## src/rtl/gpio_pad_port.sv

```systemverilog
module gpio_pad_port #(
  parameter int NPINS = 32,
  parameter int AW    = 6
) (
  input  logic               clk,
  input  logic               rst_n,
  input  logic               bus_sel,
  input  logic               bus_we,
  input  logic [AW-1:0]      bus_addr,
  input  logic [NPINS-1:0]   bus_wdata,
  output logic [NPINS-1:0]   bus_rdata,
  input  logic [NPINS-1:0]   pin_in,
  input  logic               sleep_req,
  output logic [NPINS-1:0]   pad_oe,
  output logic [NPINS-1:0]   pad_out,
  output logic [NPINS-1:0]   pad_pull_en,
  output logic [NPINS-1:0]   pad_pull_up,
  output logic [2*NPINS-1:0] pad_func
);
  localparam int WW = AW - 2;
  localparam logic [WW-1:0] W_DATA = 0, W_DSET = 1, W_DCLR = 2, W_NOPULL = 3,
                            W_DIR = 4, W_DIRSET = 5, W_DIRCLR = 6, W_KEEP = 7,
                            W_FNA = 8, W_FNB = 9;

  logic [NPINS-1:0] out_q, dir_q, nopull_q, keep_q, fna_q, fnb_q, sync1_q, sync2_q;
  logic [WW-1:0] word;
  logic wr;

  assign word = bus_addr[AW-1:2];
  assign wr   = bus_sel && bus_we;

  always_ff @(posedge clk or negedge rst_n) begin
    if (!rst_n) begin
      out_q    <= '0;
      dir_q    <= '0;
      nopull_q <= '0;
      keep_q   <= '0;
      fna_q    <= '0;
      fnb_q    <= '0;
    end else if (wr) begin
      case (word)
        W_DATA:   out_q    <= bus_wdata;
        W_DSET:   out_q    <= out_q | bus_wdata;
        W_DCLR:   out_q    <= out_q & ~bus_wdata;
        W_NOPULL: nopull_q <= bus_wdata;
        W_DIR:    dir_q    <= bus_wdata;
        W_DIRSET: dir_q    <= dir_q | bus_wdata;
        W_DIRCLR: dir_q    <= dir_q & ~bus_wdata;
        W_KEEP:   keep_q   <= bus_wdata;
        W_FNA:    fna_q    <= bus_wdata;
        W_FNB:    fnb_q    <= bus_wdata;
        default: ;
      endcase
    end
  end

  always_ff @(posedge clk or negedge rst_n) begin
    if (!rst_n) begin
      sync1_q <= '0;
      sync2_q <= '0;
    end else begin
      sync1_q <= pin_in;
      sync2_q <= sync1_q;
    end
  end

  always_comb begin
    bus_rdata = '0;
    if (bus_sel && !bus_we) begin
      case (word)
        W_DATA:   bus_rdata = sync2_q;
        W_NOPULL: bus_rdata = nopull_q;
        W_DIR:    bus_rdata = dir_q;
        W_KEEP:   bus_rdata = keep_q;
        W_FNA:    bus_rdata = fna_q;
        W_FNB:    bus_rdata = fnb_q;
        default:  bus_rdata = '0;
      endcase
    end
  end

  logic [NPINS-1:0] parked;
  assign parked      = sleep_req ? ~keep_q : '0;
  assign pad_oe      = dir_q & ~parked;
  assign pad_out     = out_q;
  assign pad_pull_en = ~nopull_q | parked;
  assign pad_pull_up = out_q;

  for (genvar i = 0; i < NPINS; i++) begin : g_func
    assign pad_func[2*i+1:2*i] = {fnb_q[i], fna_q[i]};
  end

  logic [1:0] up_q;
  always_ff @(posedge clk or negedge rst_n) begin
    if (!rst_n) up_q <= '0;
    else if (up_q != 2'd3) up_q <= up_q + 2'd1;
  end


  dset_lands_chk: assert property (@(posedge clk) disable iff (!rst_n)
    (wr && word == W_DSET) |=> ((pad_out & $past(bus_wdata)) == $past(bus_wdata)));


  dclr_lands_chk: assert property (@(posedge clk) disable iff (!rst_n)
    (wr && word == W_DCLR) |=> ((pad_out & $past(bus_wdata)) == '0));


  dirset_lands_chk: assert property (@(posedge clk) disable iff (!rst_n)
    (wr && word == W_DIRSET) |=> (sleep_req || ((pad_oe & $past(bus_wdata)) == $past(bus_wdata))));


  sync_delay_chk: assert property (@(posedge clk) disable iff (!rst_n)
    (up_q == 2'd3) |-> (sync2_q == $past(pin_in, 2)));


  alias_zero_chk: assert property (@(posedge clk) disable iff (!rst_n)
    (bus_sel && !bus_we && (word == W_DSET || word == W_DCLR || word == W_DIRSET || word == W_DIRCLR))
      |-> (bus_rdata == '0));


  sleep_park_chk: assert property (@(posedge clk) disable iff (!rst_n)
    sleep_req |-> ((pad_oe & ~keep_q) == '0));
endmodule

```

## config.mk

```make
export PLATFORM = sky130hd
export DESIGN_NAME = gpio_pad_port
export DESIGN_NICKNAME = d
export VERILOG_FILES = /design/src/rtl/gpio_pad_port.sv
export SDC_FILE = /design/constraint.sdc
export NUM_CORES = 1
export LEC_CHECK = 0
export ABC_CLOCK_PERIOD_IN_PS = 2300
export BUFFER_PORTS_ARGS = -buffer_cell sky130_fd_sc_hd__buf_2
export CELL_PAD_IN_SITES_DETAIL_PLACEMENT = 1
export CELL_PAD_IN_SITES_GLOBAL_PLACEMENT = 2
export CORE_MARGIN = 5
export CORE_UTILIZATION = 39
export CTS_BUF_LIST = sky130_fd_sc_hd__clkbuf_2
export DETAILED_ROUTE_END_ITERATION = 8
export PLACE_DENSITY = 0.95
export SLEW_MARGIN = 20
export SYNTH_ARGS = -nofsm -noshare
export SYNTH_HDL_FRONTEND = slang
export SYNTH_SLANG_ARGS = --single-unit
```

## constraint.sdc

```tcl
create_clock -name clk -period 2.3 [get_ports clk]
set_clock_uncertainty 0.15 [all_clocks]
set_input_delay 0.115 -clock clk [delete_from_list [all_inputs] [get_ports clk]]
set_output_delay 0.115 -clock clk [all_outputs]
set_load 0.05 [all_outputs]
```

==> out/qor.log, run 1 <==
INFO  timing         max_freq=406MHz
INFO  critical_path  worst_r2r_path_depth=2
INFO  critical_path  timing.critical_path.from=bus_sel
INFO  global_route   grt_start_max_net_pins=80
INFO  critical_path  regToRegEndpoint=fnb_q[4]$_DFFE_PN0P_
INFO  clock_tree     clkLatencyLatePin=780ps
INFO  hold_path      worst_hold_path_type=in -> reg
INFO  timing         fin_worst_hold_slack=28.0ps
INFO  run            max-cap-violations=0
INFO  logic_synthesis yosysWarnings=0
INFO  status         run_status=finished, violations left
INFO  logic_synthesis synthArstFlopShare=100%
INFO  drt            post-route-drc-count=0
INFO  drt            route.vias.total=11,000
INFO  global_route   grt_antenna_before_repair=1
INFO  clock_tree     cts_tree=done
INFO  timing         tns=-376ps
INFO  clock_tree     cts.sink_count=256
INFO  global_route   grt_pass1_vias=12,000
INFO  hold_path      worst_hold_path.endpoint=dir_q[18]$_DFFE_PN0P_
INFO  critical_path  end_kind=flop
INFO  final_layout   mostFrequentLayoutCells=262 x sky130_fd_sc_hd__buf_2, 256 x sky130_fd_sc_hd__dfrtp_1, 156 x sky130_fd_sc_hd__dlygate4sd3_1
INFO  clock_tree     cts_made_buffers=71
INFO  final_layout   most_common_library_cell_in_the_layout_ignoring_fill_and_taps=sky130_fd_sc_hd__buf_2
INFO  logic_synthesis synth.ff_latch_count=256
INFO  timing         setup_repair_after_global_routing_missed_its_margin=true
INFO  die            area_of_the_die=0.0344mm2
INFO  critical_path  r2r_start=fnb_q[4]$_DFFE_PN0P_
INFO  die            floorplan.io_pins=299
INFO  logic_synthesis mappedNetlistArea=0.0120mm2
INFO  status         violations=negative setup slack
INFO  clock_tree     cts.reportedPaths.clkPinSlew=100ps
INFO  drt            routed_wire_length_per_instance=26.3um
INFO  power          leakagePower=8.00nW
INFO  global_route   grt.overflow.total=0
INFO  timing         period_share=107%
INFO  critical_path  critical_path_arrival=2980ps
INFO  logic_synthesis synthCells=964
INFO  logic_synthesis postSynthNetCount=1,039
INFO  place          numPlacedInstances=1,610
INFO  critical_path  worst-setup-path-type=in -> reg
INFO  global_route   grt_pass1_wl=73,700um
INFO  final_layout   finish.instance_area=0.0168mm2
INFO  final_layout   layout.nets=1,546
INFO  place          place.gp.congestion=0.860
INFO  power          fin_total_pwr=14.8mW
INFO  power          power_density=877mW/mm2
INFO  final_layout   final_cell_count_no_fill=1,918
INFO  logic_synthesis synthDistinctLibCells=43
INFO  timing         worst_slew_margin_rel=44.9%
INFO  hold_path      worstHoldStart=bus_we
INFO  final_layout   layout_area_overhead=39.8%
INFO  logic_synthesis yosys_most_used_dff=sky130_fd_sc_hd__dfrtp_1
INFO  power          power.ir.vdd_worst=0.573mV
INFO  drt            dr.first_iter.drc_count=766
INFO  drt            first_pass_iteration_count_of_the_detailed_router=5
INFO  clock_tree     cts.path.max_buffers=3
INFO  die            start_util=39.4%
INFO  timing         worstMarginPinSlew=825ps
INFO  final_layout   layout_cell_share_with_drive_strength_beyond_1=44.9%
INFO  global_route   global_route.usage.total=28.1%
INFO  place          postPlaceCellArea=0.0140mm2
INFO  place          hpwl=30,200um
INFO  logic_synthesis synth_edf_count=0
INFO  timing         finalMaxSlewViolations=0
INFO  logic_synthesis synth_sequential_area_ratio=53.3%
INFO  timing         finalHoldViolCount=0
INFO  timing         shortest_period_the_worst_path_allows=2460ps
INFO  die            fp.dieH=186um
INFO  drt            postRouteWirelength=50,500um
INFO  critical_path  critPathRequiredTime=2810ps
INFO  place          placement.io_buffers=296
INFO  drt            residual_antenna_violating_net_count_after_detailed_routing=0
INFO  drt            post_drt_via_cell_ratio=5.72
INFO  place          place_ws=235ps
INFO  logic_synthesis synth_area_per_cell=12.5um2
INFO  hold_path      hold_path_depth=5
INFO  critical_path  worstSetupStartpointType=input pin
INFO  timing         layout_setup_ws=-162ps
INFO  clock_tree     cts_root_buffer_type=sky130_fd_sc_hd__clkbuf_2
INFO  die            core_region_area=0.0305mm2
INFO  final_layout   postLayoutCoreUtil=55.1%
INFO  timing         final-setup-viol-count=5
INFO  die            die_x=186um
INFO  clock_tree     h-tree-depth=3
INFO  critical_path  reg2reg_setup_slack=740ps
INFO  critical_path  cp_max_fo=24
INFO  die            cell_rows=64
[area by class of cell]
cell class / count / area, um2
Clock buffer: 100 / 500
Tap cell: 396 / 495
Fill cell: 3272 / 13700
Timing Repair Buffer: 545 / 4100
Multi-Input combinational cell: 597 / 5220
Clock inverter: 23 / 90.1
Antenna cell: 1 / 2.50
Sequential cell: 256 / 6410
[synth_stat cells, types with 15 or more instances]
master | count | area share (%)
sky130_fd_sc_hd__a22o_1 | 64 | 4.7
sky130_fd_sc_hd__a22oi_1 | 47 | 2.9
sky130_fd_sc_hd__and2_1 | 33 | 1.7
sky130_fd_sc_hd__and3_1 | 16 | 0.83
sky130_fd_sc_hd__buf_2 | 18 | 0.75
sky130_fd_sc_hd__buf_4 | 33 | 2.1
sky130_fd_sc_hd__clkbuf_1 | 36 | 1.1
sky130_fd_sc_hd__dfrtp_1 | 256 | 53
sky130_fd_sc_hd__mux2_2 | 72 | 6.7
sky130_fd_sc_hd__mux2_4 | 60 | 7.5
sky130_fd_sc_hd__nand2_1 | 35 | 1.1
sky130_fd_sc_hd__nand2b_1 | 67 | 3.5
sky130_fd_sc_hd__nand3_1 | 80 | 3.3
sky130_fd_sc_hd__nor3b_1 | 15 | 0.94
sky130_fd_sc_hd__o221ai_1 | 31 | 2.3
[worst max-delay path by stage]
| stage | cells after the start | slack [ps] | end |
|---|---|---|---|
| final | 7 | -160 | keep_q[21]$_DFFE_PN0P_ |
| after global routing | 4 | -260 | bus_rdata[12] |
| after CTS | 4 | -210 | bus_rdata[12] |
| after detailed placement | 7 | 230 | bus_rdata[29] |
| after global placement | 5 | 280 | bus_rdata[20] |
| after floorplan | 6 | 190 | bus_rdata[19] |
[kinds of logic after synthesis]
| family | after synthesis | synth area share [%] |
|---|---|---|
| muxes | 145 | 15.4 |
| DFF | 256 | 53.3 |
| buffers and inverters | 111 | 5.96 |
| and+or+nand+nor | 277 | 13.6 |
| AOI/OAI and AO/OA | 175 | 11.8 |
[per-layer routing]
layer / share of wire (%) / vias to the layer above / GRT usage [%]
met5: 0 / - / 0
met3: 8.2 / 146 / 7.02
met1: 40 / 5660 / 35.5
li1: - / 4582 / -
met4: 3.9 / 0 / 12.0
met2: 48 / 583 / 46.1
[repair_timing]
item	CTS	global route
hold endpoints to repair	480	36
gates resized for setup	32	80
endpoints found under the setup margin	18	33
setup buffers	6	19
pin swaps	1	10
hold buffers	159	3
[power breakdown]
group	internal [mW]	leakage, nW	total [mW]	switching (mW)
Sequential	5.25	3.18	5.94	0.688
Clock	1.17	0.469	3.22	2.06
Combinational	1.79	4.34	5.59	3.81
[registers in the layout, indices dropped and copies added, names as in the netlist]
signal / cells
keep_q: 32
nopull_q: 32
fnb_q: 32
dir_q: 32
sync2_q: 32
fna_q: 32
sync1_q: 32
pad_out: 32
[worst max-delay path: stages]
cell	delay, ps
sky130_fd_sc_hd__buf_2	180
sky130_fd_sc_hd__dlygate4sd3_1	640
sky130_fd_sc_hd__and3_2	200
sky130_fd_sc_hd__dlygate4sd3_1	640
sky130_fd_sc_hd__buf_12	280
sky130_fd_sc_hd__mux2_4	330
sky130_fd_sc_hd__dlygate4sd3_1	560
Power figures use the tool's default switching activity.
==> run 2, diff against run 1 <==
--- a/constraint.sdc
+++ b/constraint.sdc
@@ -3,3 +3,3 @@
 set_input_delay 0.115 -clock clk [delete_from_list [all_inputs] [get_ports clk]]
 set_output_delay 0.115 -clock clk [all_outputs]
-set_load 0.05 [all_outputs]
+set_load 0.01 [all_outputs]
==> run 2 against run 1 <==
The flow still finishes with violations (negative setup slack); register-to-register slack gained 60 ps; hold slack gained 75 ps; design area shrank 1.0%; critical path depth grew 2; sequential power is essentially flat; combinational power shrank 38%; routed wire length grew 1.9%; via count is essentially flat; fmax grew 2.5%; sequential cell count is the same; setup slack gained 61 ps; die area is the same; largest cell class unchanged.
==> out/qor.log, run 2 (synthesized netlist as in run 1, its figures left out) <==
INFO  status         run_status=finished, violations left
INFO  status         violations=negative setup slack
INFO  critical_path  r2r_start=fna_q[4]$_DFFE_PN0P_
INFO  timing         setup_repair_after_global_routing_missed_its_margin=true
INFO  timing         period_share=104%
INFO  timing         worstMarginPinSlew=1070ps
INFO  timing         layout_setup_ws=-101ps
INFO  hold_path      worst_hold_path_type=in -> reg
INFO  critical_path  critical_path_arrival=2140ps
INFO  drt            dr.first_iter.drc_count=913
INFO  place          hpwl=30,400um
INFO  clock_tree     cts_made_buffers=71
INFO  global_route   grt_pass1_vias=12,200
INFO  final_layout   multiInputGateArea=0.00511mm2
INFO  final_layout   most_common_library_cell_in_the_layout_ignoring_fill_and_taps=sky130_fd_sc_hd__buf_2
INFO  critical_path  worstSetupStartpointType=input pin
INFO  die            fp.dieH=186um
INFO  clock_tree     cts_root_buffer_type=sky130_fd_sc_hd__clkbuf_2
INFO  hold_path      hold_path_depth=5
INFO  final_layout   layout.nets=1,551
INFO  critical_path  critPathBufInv=6
INFO  clock_tree     h-tree-depth=3
INFO  global_route   grt_antenna_before_repair=2
INFO  final_layout   layout_cell_share_with_drive_strength_beyond_1=43.3%
INFO  timing         shortest_period_the_worst_path_allows=2400ps
INFO  final_layout   layout_area_overhead=38.4%
INFO  timing         fin_worst_hold_slack=103ps
INFO  place          place.gp.congestion=0.858
INFO  clock_tree     clkLatencyLatePin=820ps
INFO  timing         finalMaxSlewViolations=0
INFO  critical_path  reg2reg_setup_slack=800ps
INFO  power          power_density=778mW/mm2
INFO  critical_path  worst_r2r_path_depth=2
INFO  critical_path  worst-setup-path-type=in -> out
INFO  critical_path  critical_path.cell_chain=buf_2 > dlygate4sd3_1 > buf_6 > nor2b_4 > buf_4 > nand2_1 > buf_4 > o221ai_1 > buf_2
INFO  final_layout   layout.filler_cells=3,257
INFO  critical_path  end_kind=output port
INFO  timing         finalHoldViolCount=0
INFO  critical_path  cp_max_fo=10
INFO  global_route   grt_pass1_wl=75,700um
INFO  die            cell_rows=64
INFO  final_layout   seq_area=0.00641mm2
INFO  global_route   global_route.usage.total=29.3%
INFO  place          placement.io_buffers=296
INFO  drt            post_drt_via_cell_ratio=5.71
INFO  critical_path  slowest_stage=sky130_fd_sc_hd__dlygate4sd3_1
INFO  timing         worst_slew_margin_rel=28.6%
INFO  final_layout   postLayoutCoreUtil=54.6%
INFO  critical_path  critPathRequiredTime=2040ps
INFO  die            floorplan.io_pins=299
INFO  drt            postRouteWirelength=51,500um
INFO  run            max-cap-violations=0
INFO  final_layout   mostFrequentLayoutCells=293 x sky130_fd_sc_hd__buf_2, 256 x sky130_fd_sc_hd__dfrtp_1, 173 x sky130_fd_sc_hd__dlygate4sd3_1
INFO  clock_tree     cts.sink_count=256
INFO  clock_tree     cts.reportedPaths.clkPinSlew=100ps
INFO  power          power.ir.vdd_worst=0.403mV
INFO  power          leakagePower=8.01nW
INFO  global_route   grt.overflow.total=0
INFO  timing         max_freq=417MHz
INFO  die            start_util=39.4%
INFO  drt            first_pass_iteration_count_of_the_detailed_router=5
INFO  clock_tree     cts.path.max_buffers=3
INFO  critical_path  timing.critical_path.slowest_cell_delay=580ps
INFO  die            die_x=186um
INFO  drt            route.vias.total=11,000
INFO  critical_path  critical_path_cell_count=9
INFO  drt            post-route-drc-count=0
INFO  drt            routed_wire_length_per_instance=26.8um
INFO  die            core_region_area=0.0305mm2
INFO  die            area_of_the_die=0.0344mm2
INFO  global_route   grt_start_max_net_pins=61
INFO  critical_path  timing.critical_path.from=bus_sel
INFO  drt            residual_antenna_violating_net_count_after_detailed_routing=0
INFO  clock_tree     cts_tree=done
INFO  critical_path  regToRegEndpoint=fna_q[4]$_DFFE_PN0P_
INFO  timing         final-setup-viol-count=16
INFO  critical_path  endpoint=bus_rdata[26]
INFO  critical_path  cpLargestDelayFamily=buffers and inverters
## run 2: cell types whose count changed in the layout (fill, tap and decap cells not counted), moves of 5 or more
cell,delta
sky130_fd_sc_hd__o221ai_1,+8
sky130_fd_sc_hd__o221ai_2,-5
sky130_fd_sc_hd__dlygate4sd3_1,+17
sky130_fd_sc_hd__buf_6,-7
sky130_fd_sc_hd__buf_12,-8
sky130_fd_sc_hd__buf_2,+31
sky130_fd_sc_hd__buf_4,-26
## run 2: how the worst min path moves through the flow
stage / startpoint / end / slack, ps
2_1_floorplan: rst_n / dir_q[0]$_DFFE_PN0P_ / -330
3_3_place_gp: rst_n / sync1_q[6]$_DFF_PN0_ / -20
3_5_place_dp: rst_n / sync1_q[6]$_DFF_PN0_ / -20
4_1_cts: bus_addr[3] / dir_q[10]$_DFFE_PN0P_ / 2
5_1_grt: bus_we / keep_q[4]$_DFFE_PN0P_ / 50
6_report: bus_addr[3] / dir_q[15]$_DFFE_PN0P_ / 100
## run 2: worst reg2reg max path, delay by kind of cell (launching register included)
kind	cells	cell delay, ps
buffers and inverters	1	550
flip-flops	1	430
multiplexers	1	270
## run 2: layer usage
metal  track usage (%)  wire (um)  up-vias
met3              7.84       4840      161
met5              1.14         56        -
li1                  -          -     4581
met4              14.0       2460        2
met1              36.7      19900     5576
met2              47.0      24200      648
## run 2: area by class of cell
| class | instances | share of cell area [%] |
|---|---|---|
| sequential | 256 | 38.5 |
| clock inverter | 23 | 1.04 |
| timing repair buffer | 550 | 23.8 |
| multi-input combinational | 597 | 30.7 |
| tap | 396 | 2.98 |
| antenna | 2 | 0.0301 |
| clock buffer | 97 | 2.92 |
## run 2: power breakdown
part	leakage, nW	internal (mW)	switching (mW)
combinational	4.34	1.77	1.67
clock	0.488	1.47	2.09
sequential	3.18	5.25	0.701
total	8.01	8.49	4.46
## run 2: metrics by stage
step | TNS (ps) | setup WS, ps | power (mW) | instances | instance area [um2]
after floorplan | 0 | 627 | 7.52 | 964 | 12000
after global routing | -2100 | -183 | 13.6 | 1921 | 16600
after CTS | -2460 | -166 | 12.8 | 1907 | 16400
after detailed placement | 0 | 34.6 | 8.88 | 1609 | 13900
after global placement | 0 | 96.1 | 8.75 | 1609 | 13900
final | -826 | -101 | 13.0 | 1921 | 16600
## run 2: timing repair
action | 4_1_cts | 5_1_grt
pin swaps | 1 | 1
buffers inserted | 4 | 11
setup endpoints to repair | 10 | 42
hold buffers | 174 | 3
hold endpoints to repair | 480 | 21
resized for setup | 11 | 37
